### src/rtl/nbp_pkg.sv
package nbp_pkg;
  typedef enum logic [1:0] {
    SRC_CACHE = 2'd0,
    SRC_SBUF  = 2'd1,
    SRC_MISS  = 2'd2
  } src_e;

  typedef enum logic {
    KIND_DEMAND = 1'b0,
    KIND_PREF   = 1'b1
  } kind_e;

  typedef enum logic [1:0] {
    CTL_IDLE  = 2'd0,
    CTL_DREQ  = 2'd1,
    CTL_DWAIT = 2'd2
  } ctl_e;
endpackage

### src/rtl/nbp_mem_arb.sv
module nbp_mem_arb
  import nbp_pkg::*;
#(
  parameter int ADDR_W = 16,
  parameter int DATA_W = 64
) (
  input  logic              dem_req,
  input  logic [ADDR_W-1:0] dem_addr,
  input  logic              pf_req,
  input  logic [ADDR_W-1:0] pf_addr,
  input  logic              mreq_ready,
  output logic              mreq_valid,
  output logic [ADDR_W-1:0] mreq_addr,
  output logic              mreq_kind,
  output logic              dem_gnt,
  output logic              pf_gnt,
  input  logic              mrsp_valid,
  input  logic              mrsp_kind,
  input  logic [DATA_W-1:0] mrsp_data,
  output logic              dem_rsp_valid,
  output logic              pf_rsp_valid,
  output logic [DATA_W-1:0] rsp_data
);
  // demand always wins the single port
  function automatic logic pick_pref(input logic d, input logic p);
    return p && !d;
  endfunction

  logic sel_pref;
  assign sel_pref   = pick_pref(dem_req, pf_req);
  assign mreq_valid = dem_req || pf_req;
  assign mreq_addr  = sel_pref ? pf_addr : dem_addr;
  assign mreq_kind  = sel_pref ? KIND_PREF : KIND_DEMAND;
  assign dem_gnt    = dem_req && mreq_ready;
  assign pf_gnt     = sel_pref && mreq_ready;

  assign dem_rsp_valid = mrsp_valid && (mrsp_kind == KIND_DEMAND);
  assign pf_rsp_valid  = mrsp_valid && (mrsp_kind == KIND_PREF);
  assign rsp_data      = mrsp_data;
endmodule

### src/rtl/nbp_stream_buf.sv
module nbp_stream_buf #(
  parameter int ADDR_W = 16,
  parameter int DATA_W = 64
) (
  input  logic              clk,
  input  logic              rst_n,
  input  logic [ADDR_W-1:0] probe_addr,
  output logic              hit,
  output logic [DATA_W-1:0] data,
  output logic              live,
  output logic [ADDR_W-1:0] target,
  input  logic              restart,
  input  logic [ADDR_W-1:0] restart_addr,
  output logic              pf_req,
  output logic [ADDR_W-1:0] pf_addr,
  input  logic              pf_gnt,
  input  logic              pf_rsp_valid,
  input  logic [DATA_W-1:0] pf_rsp_data
);
  logic [ADDR_W-1:0] tag_q;
  logic [DATA_W-1:0] data_q;
  logic              have_q;
  logic              wanted_q;
  logic              owned_q;
  logic              inflight_q;

  logic ev_stale_drop;
  logic ev_capture;
  assign ev_stale_drop = pf_rsp_valid && !owned_q;
  assign ev_capture    = pf_rsp_valid && owned_q;

  always_ff @(posedge clk or negedge rst_n) begin
    if (!rst_n) begin
      tag_q      <= '0;
      data_q     <= '0;
      have_q     <= 1'b0;
      wanted_q   <= 1'b0;
      owned_q    <= 1'b0;
      inflight_q <= 1'b0;
    end else begin
      if (pf_gnt) begin
        wanted_q   <= 1'b0;
        owned_q    <= 1'b1;
        inflight_q <= 1'b1;
      end
      if (pf_rsp_valid) begin
        inflight_q <= 1'b0;
      end
      if (ev_capture) begin
        data_q  <= pf_rsp_data;
        have_q  <= 1'b1;
        owned_q <= 1'b0;
      end
      if (restart) begin
        tag_q    <= restart_addr;
        have_q   <= 1'b0;
        wanted_q <= 1'b1;
        owned_q  <= 1'b0;
      end
    end
  end

  assign hit     = have_q && (tag_q == probe_addr);
  assign data    = data_q;
  assign live    = have_q || wanted_q || owned_q;
  assign target  = tag_q;
  assign pf_req  = wanted_q && !inflight_q;
  assign pf_addr = tag_q;

  // shadow count of granted but unanswered prefetches
  logic [1:0] chk_pending;
  always_ff @(posedge clk or negedge rst_n) begin
    if (!rst_n) chk_pending <= 2'd0;
    else if (pf_gnt && !pf_rsp_valid && chk_pending != 2'd3) chk_pending <= chk_pending + 2'd1;
    else if (pf_rsp_valid && !pf_gnt && chk_pending != 2'd0) chk_pending <= chk_pending - 2'd1;
  end

  assert_single_inflight_R10: assert property (@(posedge clk) disable iff (!rst_n)
    pf_gnt |-> (chk_pending == 2'd0));

  assert_stale_kept_out_R8: assert property (@(posedge clk) disable iff (!rst_n)
    (ev_stale_drop && !restart) |=> ($stable(data_q) && !have_q));
endmodule

### src/rtl/nbp_fetch_ctl.sv
module nbp_fetch_ctl
  import nbp_pkg::*;
#(
  parameter int ADDR_W = 16,
  parameter int DATA_W = 64
) (
  input  logic              clk,
  input  logic              rst_n,
  input  logic              tag_mode,
  input  logic              lk_valid,
  output logic              lk_ready,
  input  logic [ADDR_W-1:0] lk_addr,
  input  logic              lk_chit,
  input  logic              lk_cpf,
  output logic              lk_done,
  output logic [1:0]        lk_src,
  output logic              fill_valid,
  output logic [ADDR_W-1:0] fill_addr,
  output logic [DATA_W-1:0] fill_data,
  output logic              fill_pf,
  output logic              pfclr_valid,
  output logic [ADDR_W-1:0] pfclr_addr,
  input  logic              sb_hit,
  input  logic [DATA_W-1:0] sb_data,
  input  logic              sb_live,
  input  logic [ADDR_W-1:0] sb_target,
  output logic              sb_restart,
  output logic [ADDR_W-1:0] sb_restart_addr,
  output logic              dem_req,
  output logic [ADDR_W-1:0] dem_addr,
  input  logic              dem_gnt,
  input  logic              dem_rsp_valid,
  input  logic [DATA_W-1:0] dem_rsp_data
);
  // sequential successor, wrapping at the top of the address space
  function automatic logic [ADDR_W-1:0] succ_blk(input logic [ADDR_W-1:0] a);
    return a + {{(ADDR_W-1){1'b0}}, 1'b1};
  endfunction

  ctl_e              state_q;
  logic [ADDR_W-1:0] daddr_q;
  logic [ADDR_W-1:0] succ;

  logic ev_accept;
  logic ev_cache_hit;
  logic ev_sbuf_hit;
  logic ev_miss;
  logic ev_tag_trigger;
  logic ev_tag_skip;

  assign succ           = succ_blk(lk_addr);
  assign ev_accept      = lk_valid && (state_q == CTL_IDLE);
  assign ev_cache_hit   = ev_accept && lk_chit;
  assign ev_sbuf_hit    = ev_accept && !lk_chit && sb_hit;
  assign ev_miss        = ev_accept && !lk_chit && !sb_hit;
  assign ev_tag_trigger = ev_cache_hit && tag_mode && lk_cpf;
  assign ev_tag_skip    = sb_live && (sb_target == succ);

  assign sb_restart      = ev_sbuf_hit || ev_miss || (ev_tag_trigger && !ev_tag_skip);
  assign sb_restart_addr = succ;

  assign lk_ready = (state_q == CTL_IDLE);
  assign dem_req  = (state_q == CTL_DREQ);
  assign dem_addr = daddr_q;

  always_ff @(posedge clk or negedge rst_n) begin
    if (!rst_n) begin
      state_q     <= CTL_IDLE;
      daddr_q     <= '0;
      lk_done     <= 1'b0;
      lk_src      <= SRC_CACHE;
      fill_valid  <= 1'b0;
      fill_addr   <= '0;
      fill_data   <= '0;
      fill_pf     <= 1'b0;
      pfclr_valid <= 1'b0;
      pfclr_addr  <= '0;
    end else begin
      lk_done     <= 1'b0;
      fill_valid  <= 1'b0;
      pfclr_valid <= 1'b0;
      case (state_q)
        CTL_IDLE: begin
          if (ev_cache_hit) begin
            lk_done <= 1'b1;
            lk_src  <= SRC_CACHE;
            if (ev_tag_trigger) begin
              pfclr_valid <= 1'b1;
              pfclr_addr  <= lk_addr;
            end
          end else if (ev_sbuf_hit) begin
            lk_done    <= 1'b1;
            lk_src     <= SRC_SBUF;
            fill_valid <= 1'b1;
            fill_addr  <= lk_addr;
            fill_data  <= sb_data;
            fill_pf    <= tag_mode;
          end else if (ev_miss) begin
            state_q <= CTL_DREQ;
            daddr_q <= lk_addr;
          end
        end
        CTL_DREQ: begin
          if (dem_gnt) state_q <= CTL_DWAIT;
        end
        CTL_DWAIT: begin
          if (dem_rsp_valid) begin
            state_q    <= CTL_IDLE;
            lk_done    <= 1'b1;
            lk_src     <= SRC_MISS;
            fill_valid <= 1'b1;
            fill_addr  <= daddr_q;
            fill_data  <= dem_rsp_data;
            fill_pf    <= 1'b0;
          end
        end
        default: state_q <= CTL_IDLE;
      endcase
    end
  end

  assert_fill_after_demand_R3: assert property (@(posedge clk) disable iff (!rst_n)
    (state_q == CTL_DWAIT && dem_rsp_valid) |=>
      (fill_valid && lk_done && lk_src == SRC_MISS && !fill_pf && fill_addr == $past(daddr_q)));

  assert_busy_after_miss_R11: assert property (@(posedge clk) disable iff (!rst_n)
    ev_miss |=> !lk_ready);

  assert_clear_needs_tag_R9: assert property (@(posedge clk) disable iff (!rst_n)
    pfclr_valid |-> ($past(tag_mode) && lk_done && lk_src == SRC_CACHE));

  assert_sbuf_no_demand_R7: assert property (@(posedge clk) disable iff (!rst_n)
    ev_sbuf_hit |=> (!dem_req && lk_done && fill_valid));
endmodule

### src/rtl/nxtblk_prefetcher.sv
module nxtblk_prefetcher
  import nbp_pkg::*;
#(
  parameter int ADDR_W = 16,
  parameter int DATA_W = 64
) (
  input  logic              clk,
  input  logic              rst_n,
  input  logic              tag_mode,
  input  logic              lk_valid,
  output logic              lk_ready,
  input  logic [ADDR_W-1:0] lk_addr,
  input  logic              lk_chit,
  input  logic              lk_cpf,
  output logic              lk_done,
  output logic [1:0]        lk_src,
  output logic              fill_valid,
  output logic [ADDR_W-1:0] fill_addr,
  output logic [DATA_W-1:0] fill_data,
  output logic              fill_pf,
  output logic              pfclr_valid,
  output logic [ADDR_W-1:0] pfclr_addr,
  output logic              mreq_valid,
  input  logic              mreq_ready,
  output logic [ADDR_W-1:0] mreq_addr,
  output logic              mreq_kind,
  input  logic              mrsp_valid,
  input  logic              mrsp_kind,
  input  logic [DATA_W-1:0] mrsp_data
);
  logic              sb_hit;
  logic [DATA_W-1:0] sb_data;
  logic              sb_live;
  logic [ADDR_W-1:0] sb_target;
  logic              sb_restart;
  logic [ADDR_W-1:0] sb_restart_addr;
  logic              pf_req;
  logic [ADDR_W-1:0] pf_addr;
  logic              pf_gnt;
  logic              dem_req;
  logic [ADDR_W-1:0] dem_addr;
  logic              dem_gnt;
  logic              dem_rsp_valid;
  logic              pf_rsp_valid;
  logic [DATA_W-1:0] rsp_data;

  nbp_fetch_ctl #(.ADDR_W(ADDR_W), .DATA_W(DATA_W)) u_ctl (
    .clk(clk), .rst_n(rst_n), .tag_mode(tag_mode),
    .lk_valid(lk_valid), .lk_ready(lk_ready), .lk_addr(lk_addr),
    .lk_chit(lk_chit), .lk_cpf(lk_cpf), .lk_done(lk_done), .lk_src(lk_src),
    .fill_valid(fill_valid), .fill_addr(fill_addr), .fill_data(fill_data), .fill_pf(fill_pf),
    .pfclr_valid(pfclr_valid), .pfclr_addr(pfclr_addr),
    .sb_hit(sb_hit), .sb_data(sb_data), .sb_live(sb_live), .sb_target(sb_target),
    .sb_restart(sb_restart), .sb_restart_addr(sb_restart_addr),
    .dem_req(dem_req), .dem_addr(dem_addr), .dem_gnt(dem_gnt),
    .dem_rsp_valid(dem_rsp_valid), .dem_rsp_data(rsp_data)
  );

  nbp_stream_buf #(.ADDR_W(ADDR_W), .DATA_W(DATA_W)) u_sbuf (
    .clk(clk), .rst_n(rst_n), .probe_addr(lk_addr),
    .hit(sb_hit), .data(sb_data), .live(sb_live), .target(sb_target),
    .restart(sb_restart), .restart_addr(sb_restart_addr),
    .pf_req(pf_req), .pf_addr(pf_addr), .pf_gnt(pf_gnt),
    .pf_rsp_valid(pf_rsp_valid), .pf_rsp_data(rsp_data)
  );

  nbp_mem_arb #(.ADDR_W(ADDR_W), .DATA_W(DATA_W)) u_arb (
    .dem_req(dem_req), .dem_addr(dem_addr), .pf_req(pf_req), .pf_addr(pf_addr),
    .mreq_ready(mreq_ready), .mreq_valid(mreq_valid), .mreq_addr(mreq_addr),
    .mreq_kind(mreq_kind), .dem_gnt(dem_gnt), .pf_gnt(pf_gnt),
    .mrsp_valid(mrsp_valid), .mrsp_kind(mrsp_kind), .mrsp_data(mrsp_data),
    .dem_rsp_valid(dem_rsp_valid), .pf_rsp_valid(pf_rsp_valid), .rsp_data(rsp_data)
  );

  assert_pref_yields_R5: assert property (@(posedge clk) disable iff (!rst_n)
    (mreq_valid && mreq_kind == KIND_PREF) |-> !dem_req);

  assert_pref_rsp_no_fill_R6: assert property (@(posedge clk) disable iff (!rst_n)
    (mrsp_valid && mrsp_kind == KIND_PREF && !(lk_valid && lk_ready)) |=> !fill_valid);

  assert_sbuf_fill_tag_R7: assert property (@(posedge clk) disable iff (!rst_n)
    (lk_done && lk_src == SRC_SBUF) |-> (fill_valid && fill_pf == $past(tag_mode)));
endmodule

### config.mk
export PLATFORM = sky130hd
export DESIGN_NAME = nxtblk_prefetcher
export DESIGN_NICKNAME = d
export VERILOG_FILES = /design/src/rtl/nbp_pkg.sv /design/src/rtl/nbp_mem_arb.sv /design/src/rtl/nbp_stream_buf.sv /design/src/rtl/nbp_fetch_ctl.sv /design/src/rtl/nxtblk_prefetcher.sv
export SDC_FILE = /design/constraint.sdc
export NUM_CORES = 1
export LEC_CHECK = 0
export BUFFER_PORTS_ARGS = -buffer_cell sky130_fd_sc_hd__buf_2
export CELL_PAD_IN_SITES_DETAIL_PLACEMENT = 1
export CELL_PAD_IN_SITES_GLOBAL_PLACEMENT = 1
export CORE_MARGIN = 4
export CORE_UTILIZATION = 43
export CTS_BUF_LIST = sky130_fd_sc_hd__clkbuf_4
export DETAILED_ROUTE_END_ITERATION = 10
export PLACE_DENSITY = 0.93
export SKIP_CTS_REPAIR_TIMING = 1
export SLEW_MARGIN = 20
export SYNTH_ARGS = -nofsm -noshare
export SYNTH_HDL_FRONTEND = slang
export SYNTH_SLANG_ARGS = --single-unit
### constraint.sdc
create_clock -name clk -period 3.4 [get_ports clk]
set_clock_uncertainty 0.2 [all_clocks]
set_input_delay 0.17 -clock clk [delete_from_list [all_inputs] [get_ports clk]]
set_output_delay 0.17 -clock clk [all_outputs]
set_load 0.02 [all_outputs]
# After elaboration in Yosys (flattened, before gate mapping)
# Index checks and enable logic that the tools add are counted.
dict set report totals {
  reg_bits 204
  output_inout_bits 121
  elab_cells 110
}
dict set report classes {
  add_sub_neg 1
  n_eq_ne 11
  muxes 41
  bitwise_logic 3
  n_reduce_logical 38
}
# op count
set op_table {}
lappend op_table {{2-to-1 mux 64 bit} 3}
lappend op_table {{one-hot mux 64 bit (2 select lines)} 1}
lappend op_table {{2-to-1 mux 16 bit} 4}
lappend op_table {{equality test 16 bit} 2}
lappend op_table {{one-hot mux 16 bit (2 select lines)} 1}
lappend op_table {{2-to-1 mux 1 bit} 19}
lappend op_table {{logical AND 1 bit} 17}
lappend op_table {{adder 16 x 1 -> 16 bit (second input constant)} 1}
lappend op_table {{2-to-1 mux 2 bit} 8}
lappend op_table {{!= test 2 bit (second input constant)} 4}
lappend op_table {{AND reduction 4 bit} 2}
lappend op_table {{nonzero test 2 bit} 4}
lappend op_table {{one-hot mux 1 bit (2 select lines)} 3}
lappend op_table {{one-hot mux 2 bit (3 select lines)} 1}
lappend op_table {{AND reduction 3 bit} 2}
lappend op_table {{logical NOT 1 bit} 5}
lappend op_table {{logical OR 1 bit} 5}
lappend op_table {{AND reduction 5 bit} 1}
lappend op_table {{!= test 2 x 1 -> 1 bit (second input constant)} 2}
lappend op_table {{one-hot mux 2 bit (2 select lines)} 1}
lappend op_table {{!= test 3 x 1 -> 1 bit (second input constant)} 1}
lappend op_table {{NOT 1 bit} 3}
lappend op_table {{nonzero test 3 bit} 1}
lappend op_table {{equality test 2 x 1 -> 1 bit (second input constant)} 1}
lappend op_table {{2 further kinds} 2}

# Longest topological paths before layout
# Gate-level depths: netlist (run 1).
dict set report logic_depth {
  word_depth 8
  ltp_mapped 11
  ltp_nobuf 8
}

# By module
# From an unflattened synthesis (run 1), not the netlist that was laid out.
dict set report unflattened {
  hier_cells 886
  area_unflattened_um2 10181.0
}
# module n_inst cells_per_inst area_each_um2 seq_area_each_um2
set by_module_without_submodules {}
lappend by_module_without_submodules {nbp_fetch_ctl 1 575 5955.7 3002.9}
lappend by_module_without_submodules {nbp_stream_buf 1 221 3458.3 2102.0}
lappend by_module_without_submodules {nbp_mem_arb 1 90 767.0 0.0}

# Worst setup path before layout (run 1)
# No wires, ideal clock.
dict set report synth_timing {
  path_type {register -> register}
  startpoint {reg u_sbuf.tag_q[4], in the netlist u_sbuf.pf_addr[4]}
  endpoint {reg u_ctl.fill_data[63]}
  arrival_ps 2320
  required_time_ps 3078
  path_slack_ps 758
  stages_incl_launch_ff 11
  path_buffers 3
  path_cell_list {dfrtp_1 > xnor2_1 > nand4_1 > or4_1 > or4_4 > and2_4 > buf_6 > buf_8 > buf_12 > nand2_1 > o21ai_1}
}
dict set report synth_between {
  elab_chain_len 5
}
# element line_no
set synth_rtl {}
lappend synth_rtl {{start: declaration} nbp_stream_buf.sv:20} ;# logic [ADDR_W-1:0] tag_q;
lappend synth_rtl {{start signal: assignment} nbp_stream_buf.sv:55} ;# tag_q <= restart_addr;
lappend synth_rtl {{equality test 16 bit} nbp_stream_buf.sv:63} ;# assign hit = have_q && (tag_q == probe_addr);
lappend synth_rtl {{logical AND 1 bit} nbp_stream_buf.sv:63}
lappend synth_rtl {{logical AND 1 bit} nbp_fetch_ctl.sv:54} ;# assign ev_sbuf_hit = ev_accept && !lk_chit && sb_hit;
lappend synth_rtl {{!= test 2 x 1 -> 1 bit (no source line)} n/a}
lappend synth_rtl {{AND reduction 4 bit (no source line)} n/a}
lappend synth_rtl {{end signal: assignment} nbp_fetch_ctl.sv:96} ;# fill_data <= sb_data;
lappend synth_rtl {{end signal: assignment} nbp_fetch_ctl.sv:113} ;# fill_data <= dem_rsp_data;
lappend synth_rtl {{end: declaration} nbp_fetch_ctl.sv:19} ;# output logic [DATA_W-1:0] fill_data,
# No other way between the ends.
# A chain may end at the register's enable or synchronous reset.

# Final worst setup path (run 1)
dict set report layout_timing {
  startpoint {reg u_sbuf.tag_q[4], in the netlist u_sbuf.pf_addr[4]}
  endpoint {reg u_ctl.fill_data[25]}
}
# The elaborated chain is that of the path after synthesis.

==> results of run 1 <==
[through the flow]
step	total power, uW	hold slack, ns	setup slack, ns	std cells
global placement	8390	0.117	0.318	1381
floorplan	7120	-0.326	0.758	942
global route	11800	0.0196	0.0278	1566
CTS	10900	-0.603	0.210	1470
finish	11100	-0.0231	0.134	1566
detailed placement	8710	0.120	0.206	1381
[report_power, final]
group	switching, uW	leakage (uW)	internal, uW	total (uW)
clock	1060	0.000377	1060	2120
sequential	770	0.00256	3500	4270
combinational	2890	0.00310	1820	4700
total	4710	0.00604	6380	11100
[worst min-delay path by stage]
| stage | from | to | slack [ns] | cells past startpoint |
|---|---|---|---|---|
| finish | rst_n | u_ctl.pfclr_addr[10] | -0.02 | 2 |
| global route | rst_n | u_ctl.pfclr_addr[3] | 0.02 | 2 |
| CTS | rst_n | u_ctl.pfclr_addr[10] | -0.60 | 1 |
| detailed placement | rst_n | u_ctl.pfclr_addr[10] | 0.12 | 1 |
| global placement | rst_n | u_ctl.pfclr_addr[12] | 0.12 | 1 |
| floorplan | rst_n | u_ctl.dem_addr[0] | -0.33 | 0 |
[metal layers]
| layer | up-vias | part of all wire (%) |
|---|---|---|
| met2 | 308 | 54 |
| met1 | 4200 | 38 |
| met4 | 0 | 3.3 |
| li1 | 3773 | - |
| met3 | 91 | 5.3 |
| met5 | - | 0 |
[flip-flops by register name, indices dropped and copies added, names as in the netlist]
signal,count
u_ctl.fill_data,64
u_sbuf.data,64
u_ctl.dem_addr,16
u_ctl.fill_addr,16
u_ctl.pfclr_addr,16
u_sbuf.pf_addr,16
u_ctl.lk_src,2
u_ctl.state_q,2
u_ctl.fill_pf,1
u_ctl.fill_valid,1
u_ctl.lk_done,1
u_ctl.pfclr_valid,1
u_sbuf.have_q,1
u_sbuf.inflight_q,1
u_sbuf.owned_q,1
u_sbuf.wanted_q,1
[cells in the final DEF (no fill, tap or decap), types with 12 or more instances in the layout]
cell type	count
nand2_1	334
buf_2	208
dfrtp_1	204
dlygate4sd3_1	91
mux2i_1	80
clkbuf_4	73
o21ai_1	71
mux2_2	46
xnor2_1	23
xor2_1	12
clkinv_1	12
[worst max-delay path, delay by kind of cell (launching register included)]
kind	cells	cell delay, ns
AOI/OAI and AO/OA	1	0.11
buffers and inverters	1	0.31
DFF	1	0.41
and+or+nand+nor	5	1.72
xor gates and xnor gates	1	0.34
[final cells by class]
type	count	area [sq um]
multi-input cells	671	3930
flip-flops and latches	204	5100
clock buffers	73	548
well taps	275	344
inverters	8	30.0
repair buffers	314	2120
clock inverters	16	96.3
diodes	5	12.5
fillers	2420	9100
[kinds of logic after synthesis]
family | count (synthesis)
flops | 204
buf+inv | 67
mux | 126
simple gates | 398
xor+xnor | 36
compound gates | 110
fa+ha+maj | 1
==> out/qor.yml, run 1 <==
power_leakage_uw: 0.00604
start_kind: "flip-flop"
critPathLaunch: "u_sbuf.pf_addr[4]"
timing.reg2reg.setup_slack_ns: 0.13
die_h_um: 156
clk_pin_slew_ns: 0.07
vdd.ir_drop.worst_v: 0.000405
drtIter0Drc: 521
dieWidth_um: 156
synth_top_family_by_area: "simple AND/OR/NAND/NOR gates"
reg2regPathDepth: 8
timing.rr.end: "u_ctl.fill_data[25]"
antenna_found_initial: 5
r2r_start: "u_sbuf.pf_addr[4]"
die_area_sq_um: 24300
relSlewSlack_pct: 31.1
run_status: "finished, violations left"
coreArea_sq_um: 21300
grt_pass1_wl_mm: 44.4
vias_per_cell: 5.35
groute.layer.met3.usage_pct: 4.66
cts_root_buffer: "clkbuf_4"
firstDrtPassIters: 5
synthAdderAreaFrac_pct: 0.133
io_buffers: 209
setup.worst_path.end: "u_ctl.fill_data[25]"
hold_viol: 5
syn-num-nets: 1032
cp_cell_sequence: "xnor2_1 > nand4_1 > or4_1 > or4_4 > and2_4 > buf_12 > nand2_1 > o21ai_1"
grt_pass1_vias: 8489
dpl-instance-area_sq_um: 10600
finalWirelength_mm: 32.1
cp_slowest_cell: "or4_1"
drv_cap: 0
clockBufferDepth: 3
synth_top_area_share_pct: 54.3
cp_max_fo: 76
final.period_utilization_pct: 96.1
fmax_ghz: 0.306
layout_min_cycle_time_ns: 3.27
synth_warnings: 0
crit_required_ns: 3.70
gp_congestion: 0.882
synthXorXnorAreaFrac_pct: 3.43
dr_total_vias: 8372
numCtsBuffers: 53
post-route-util_pct: 57.3
synth_edf_count: 0
worstPathArrival_ns: 3.57
tns_ns: 0
hold_slack_ns: -0.0231
yosysMostFrequentCell: "nand2_1"
top_usage_layer: "met2"
violations: "negative hold slack"
synthTopCellsByCount: "nand2_1, dfrtp_1, mux2i_1"
synth_cell_type_count: 48
synth-seq-cells: 204
slew_violations: 0
synth_compound_area_share_pct: 6.66
syn_inst: 942
area_delta_synth_final_pct: 29.7
drive_gt1_share_pct: 28.5
htreeDepth: 2
clkLatencyLatePin_ns: 0.66
use_met2_pct: 38.9
synthMuxAreaShare_pct: 14.0
layout.nets: 1342
ant_nets: 0
tightest_slew_ns: 1.03
grt_use_total_pct: 22.5
postSynthAreaPerCell_sq_um: 9.98
fin_area_sq_um: 12200
grt_remaining_overflow: 0
worstSetupPathType: "flip-flop to flip-flop"
synthFlopType: "dfrtp_1"
synth_area_leader_cell: "dfrtp_1"
slowest_delay_ns: 0.57
dpl.hpwl_mm: 18.9
synth-seq-area-share_pct: 54.3
cts_sinks: 204
drc: 0
rows: 53
grt.met1_usage_pct: 27.9
cts_tree: "built"
power.density_nw_per_um2: 910
grt_max_degree: 100
synth_simple_gate_area_share_pct: 17.4
initial_core_util_pct: 44.2
ios: 210
syn-cell-area_sq_um: 9400
wl_per_cell_um: 20.5
async_flop_share_pct: 100
finalSetupViolations: 0
min_path_type: "input port to async pin"
end_kind: "flip-flop"
rsz0062_at_grt: "false"
synth_area_leaders: "dfrtp_1, nand2_1, mux2i_1"
Note: power is estimated with default switching activity, not from simulation.
==> inputs of run 2 (changes only) <==
- BUFFER_PORTS_ARGS: -buffer_cell sky130_fd_sc_hd__buf_2 -> -buffer_cell sky130_fd_sc_hd__buf_4
==> run 2 against run 1 <==
- critical path type unchanged
- the flow now finishes without violations
- utilization grew 2.9 points
- global-route usage grew 1.2 points
- count of clock-buffer cells in the layout grew 13
- cell count grew 0.64%
- sequential cell count is the same
- register-to-register slack lost 0.02 ns
- via count grew 0.86%
- non-clock buffer count grew 7
- sequential power grew 2%
- cell area grew 5.1%
- highest routed layer unchanged
- die area is the same
==> out/qor.yml, run 2 (same netlist as run 1, synthesis figures left out) <==
run_status: "complete, no violations"  # was finished, violations left
tightest_slew_ns: 1.01  # was 1.03 ns
power.density_nw_per_um2: 921  # was 910 nW/um^2
finalSetupViolations: 0  # unchanged
cts_tree: "built"  # unchanged
min_path_type: "input port to flip-flop"  # was input port to async pin
hold_depth: 4
finalWirelength_mm: 34.3  # was 32.1 mm
initial_core_util_pct: 44.2  # unchanged
clk_pin_slew_ns: 0.10  # was 0.07 ns
dpl.hpwl_mm: 20.1  # was 18.9 mm
hold_slack_ns: 0.0276  # was -0.0231 ns
relSlewSlack_pct: 32.9  # was 31.1%
clockBufferDepth: 3  # unchanged
grt_pass1_vias: 8776  # was 8489
start_kind: "flip-flop"  # unchanged
vias_per_cell: 5.36  # was 5.35
grt_pass1_wl_mm: 46.5  # was 44.4 mm
drtIter0Drc: 434  # was 521
vdd.ir_drop.worst_v: 0.000500  # was 0.000405 V
ios: 210  # unchanged
dr_total_vias: 8444  # was 8372
rows: 53  # unchanged
fill_cells: 2355  # was 2420
cts_root_buffer: "clkbuf_4"  # unchanged
tns_ns: 0  # unchanged
die_area_sq_um: 24300  # unchanged
firstDrtPassIters: 6  # was 5
gp_congestion: 0.886  # was 0.882
grt_max_degree: 98  # was 100
worstSetupPathType: "flip-flop to flip-flop"  # unchanged
regArea_sq_um: 5100  # unchanged
final.period_utilization_pct: 96.6  # was 96.1%
numCtsBuffers: 55  # was 53
area_delta_synth_final_pct: 36.2  # was 29.7%
drv_cap: 0  # unchanged
slew_violations: 0  # unchanged
htreeDepth: 2  # unchanged
final_cell_mix: "nand2_1, buf_4, dfrtp_1"  # was nand2_1, buf_2, dfrtp_1
hold_viol: 0  # was 5
antenna_found_initial: 1  # was 5
wl_per_cell_um: 21.7  # was 20.5 um
drive_gt1_share_pct: 29.3  # was 28.5%
crit_required_ns: 3.78  # was 3.70 ns
die_h_um: 156  # unchanged
grt_remaining_overflow: 0  # unchanged
dieWidth_um: 156  # unchanged
power_leakage_uw: 0.00623  # was 0.00604 uW
drc: 0  # unchanged
layout_min_cycle_time_ns: 3.28  # was 3.27 ns
layout.nets: 1351  # was 1342
io_buffers: 209  # unchanged
clkLatencyLatePin_ns: 0.66  # about the same
multi_input_area_sq_um: 3930  # unchanged
reg2regPathDepth: 7  # was 8
end_kind: "flip-flop"  # unchanged
worstPathArrival_ns: 3.66  # was 3.57 ns
cp_max_fo: 70  # was 76
layout_commonest_cell: "nand2_1"  # unchanged
fmax_ghz: 0.304  # was 0.306 GHz
cts_sinks: 204  # unchanged
grt_use_total_pct: 23.7  # was 22.5%
coreArea_sq_um: 21300  # unchanged
ant_nets: 0  # unchanged
[run 2: worst paths after layout]
check	from	slack, ns	end
setup / recovery	u_sbuf.pf_addr[4]	0.12	u_ctl.fill_data[19]
hold / removal	mrsp_data[18]	0.03	u_sbuf.data[18]
setup reg to reg	u_sbuf.pf_addr[4]	0.12	u_ctl.fill_data[19]
hold reg to reg	u_sbuf.data[58]	0.28	u_sbuf.data[58]
max in group asynchronous	rst_n	1.84	u_ctl.lk_src[1]
min in group asynchronous	rst_n	0.39	u_sbuf.data[26]
[run 2: routing by layer]
layer	vias up	wire length (um)	track usage, %
li1	3788	-	-
met1	4230	12900	28.9
met2	315	17900	40.9
met3	111	1840	4.83
met4	0	1590	10.3
met5	-	0	0
[run 2: final cells by class]
cell class	instances	share of cell area [%]
flip-flops and latches	204	39.9
diodes	1	0.0195
clock inverters	10	0.361
inverters	8	0.234
repair buffers	321	21.1
well taps	275	2.69
clock buffers	86	5.04
multi-input cells	671	30.7
[run 2: metrics by stage]
step / setup slack (ns) / std cells / area, sq um / utilization [%] / total power, uW
3_5_place_dp: 0.267 / 1384 / 11200 / 52.4 / 9190
4_1_cts: 0.250 / 1480 / 11800 / 55.6 / 11400
5_1_grt: -0.0131 / 1576 / 12800 / 60.2 / 12500
6_report: 0.116 / 1576 / 12800 / 60.2 / 11800
2_1_floorplan: 0.758 / 942 / 9400 / - / 7120
3_3_place_gp: 0.356 / 1384 / 11200 / 52.4 / 8840
[run 2: worst max-delay path, cell delays in order (launching register included)]
cell	delay [ns]
dfrtp_1	0.44
xnor2_1	0.30
nand4_1	0.12
or4_1	0.58
or4_4	0.48
and2_4	0.42
buf_4	0.33
o21ai_1	0.29
[run 2: power by group]
part           internal, uW  leakage, uW  total, uW  switching [uW]
clock                  1140     0.000412       2280            1140
sequential             3500      0.00256       4340             836
combinational          2220      0.00326       5170            2960
total                  6860      0.00623      11800            4940
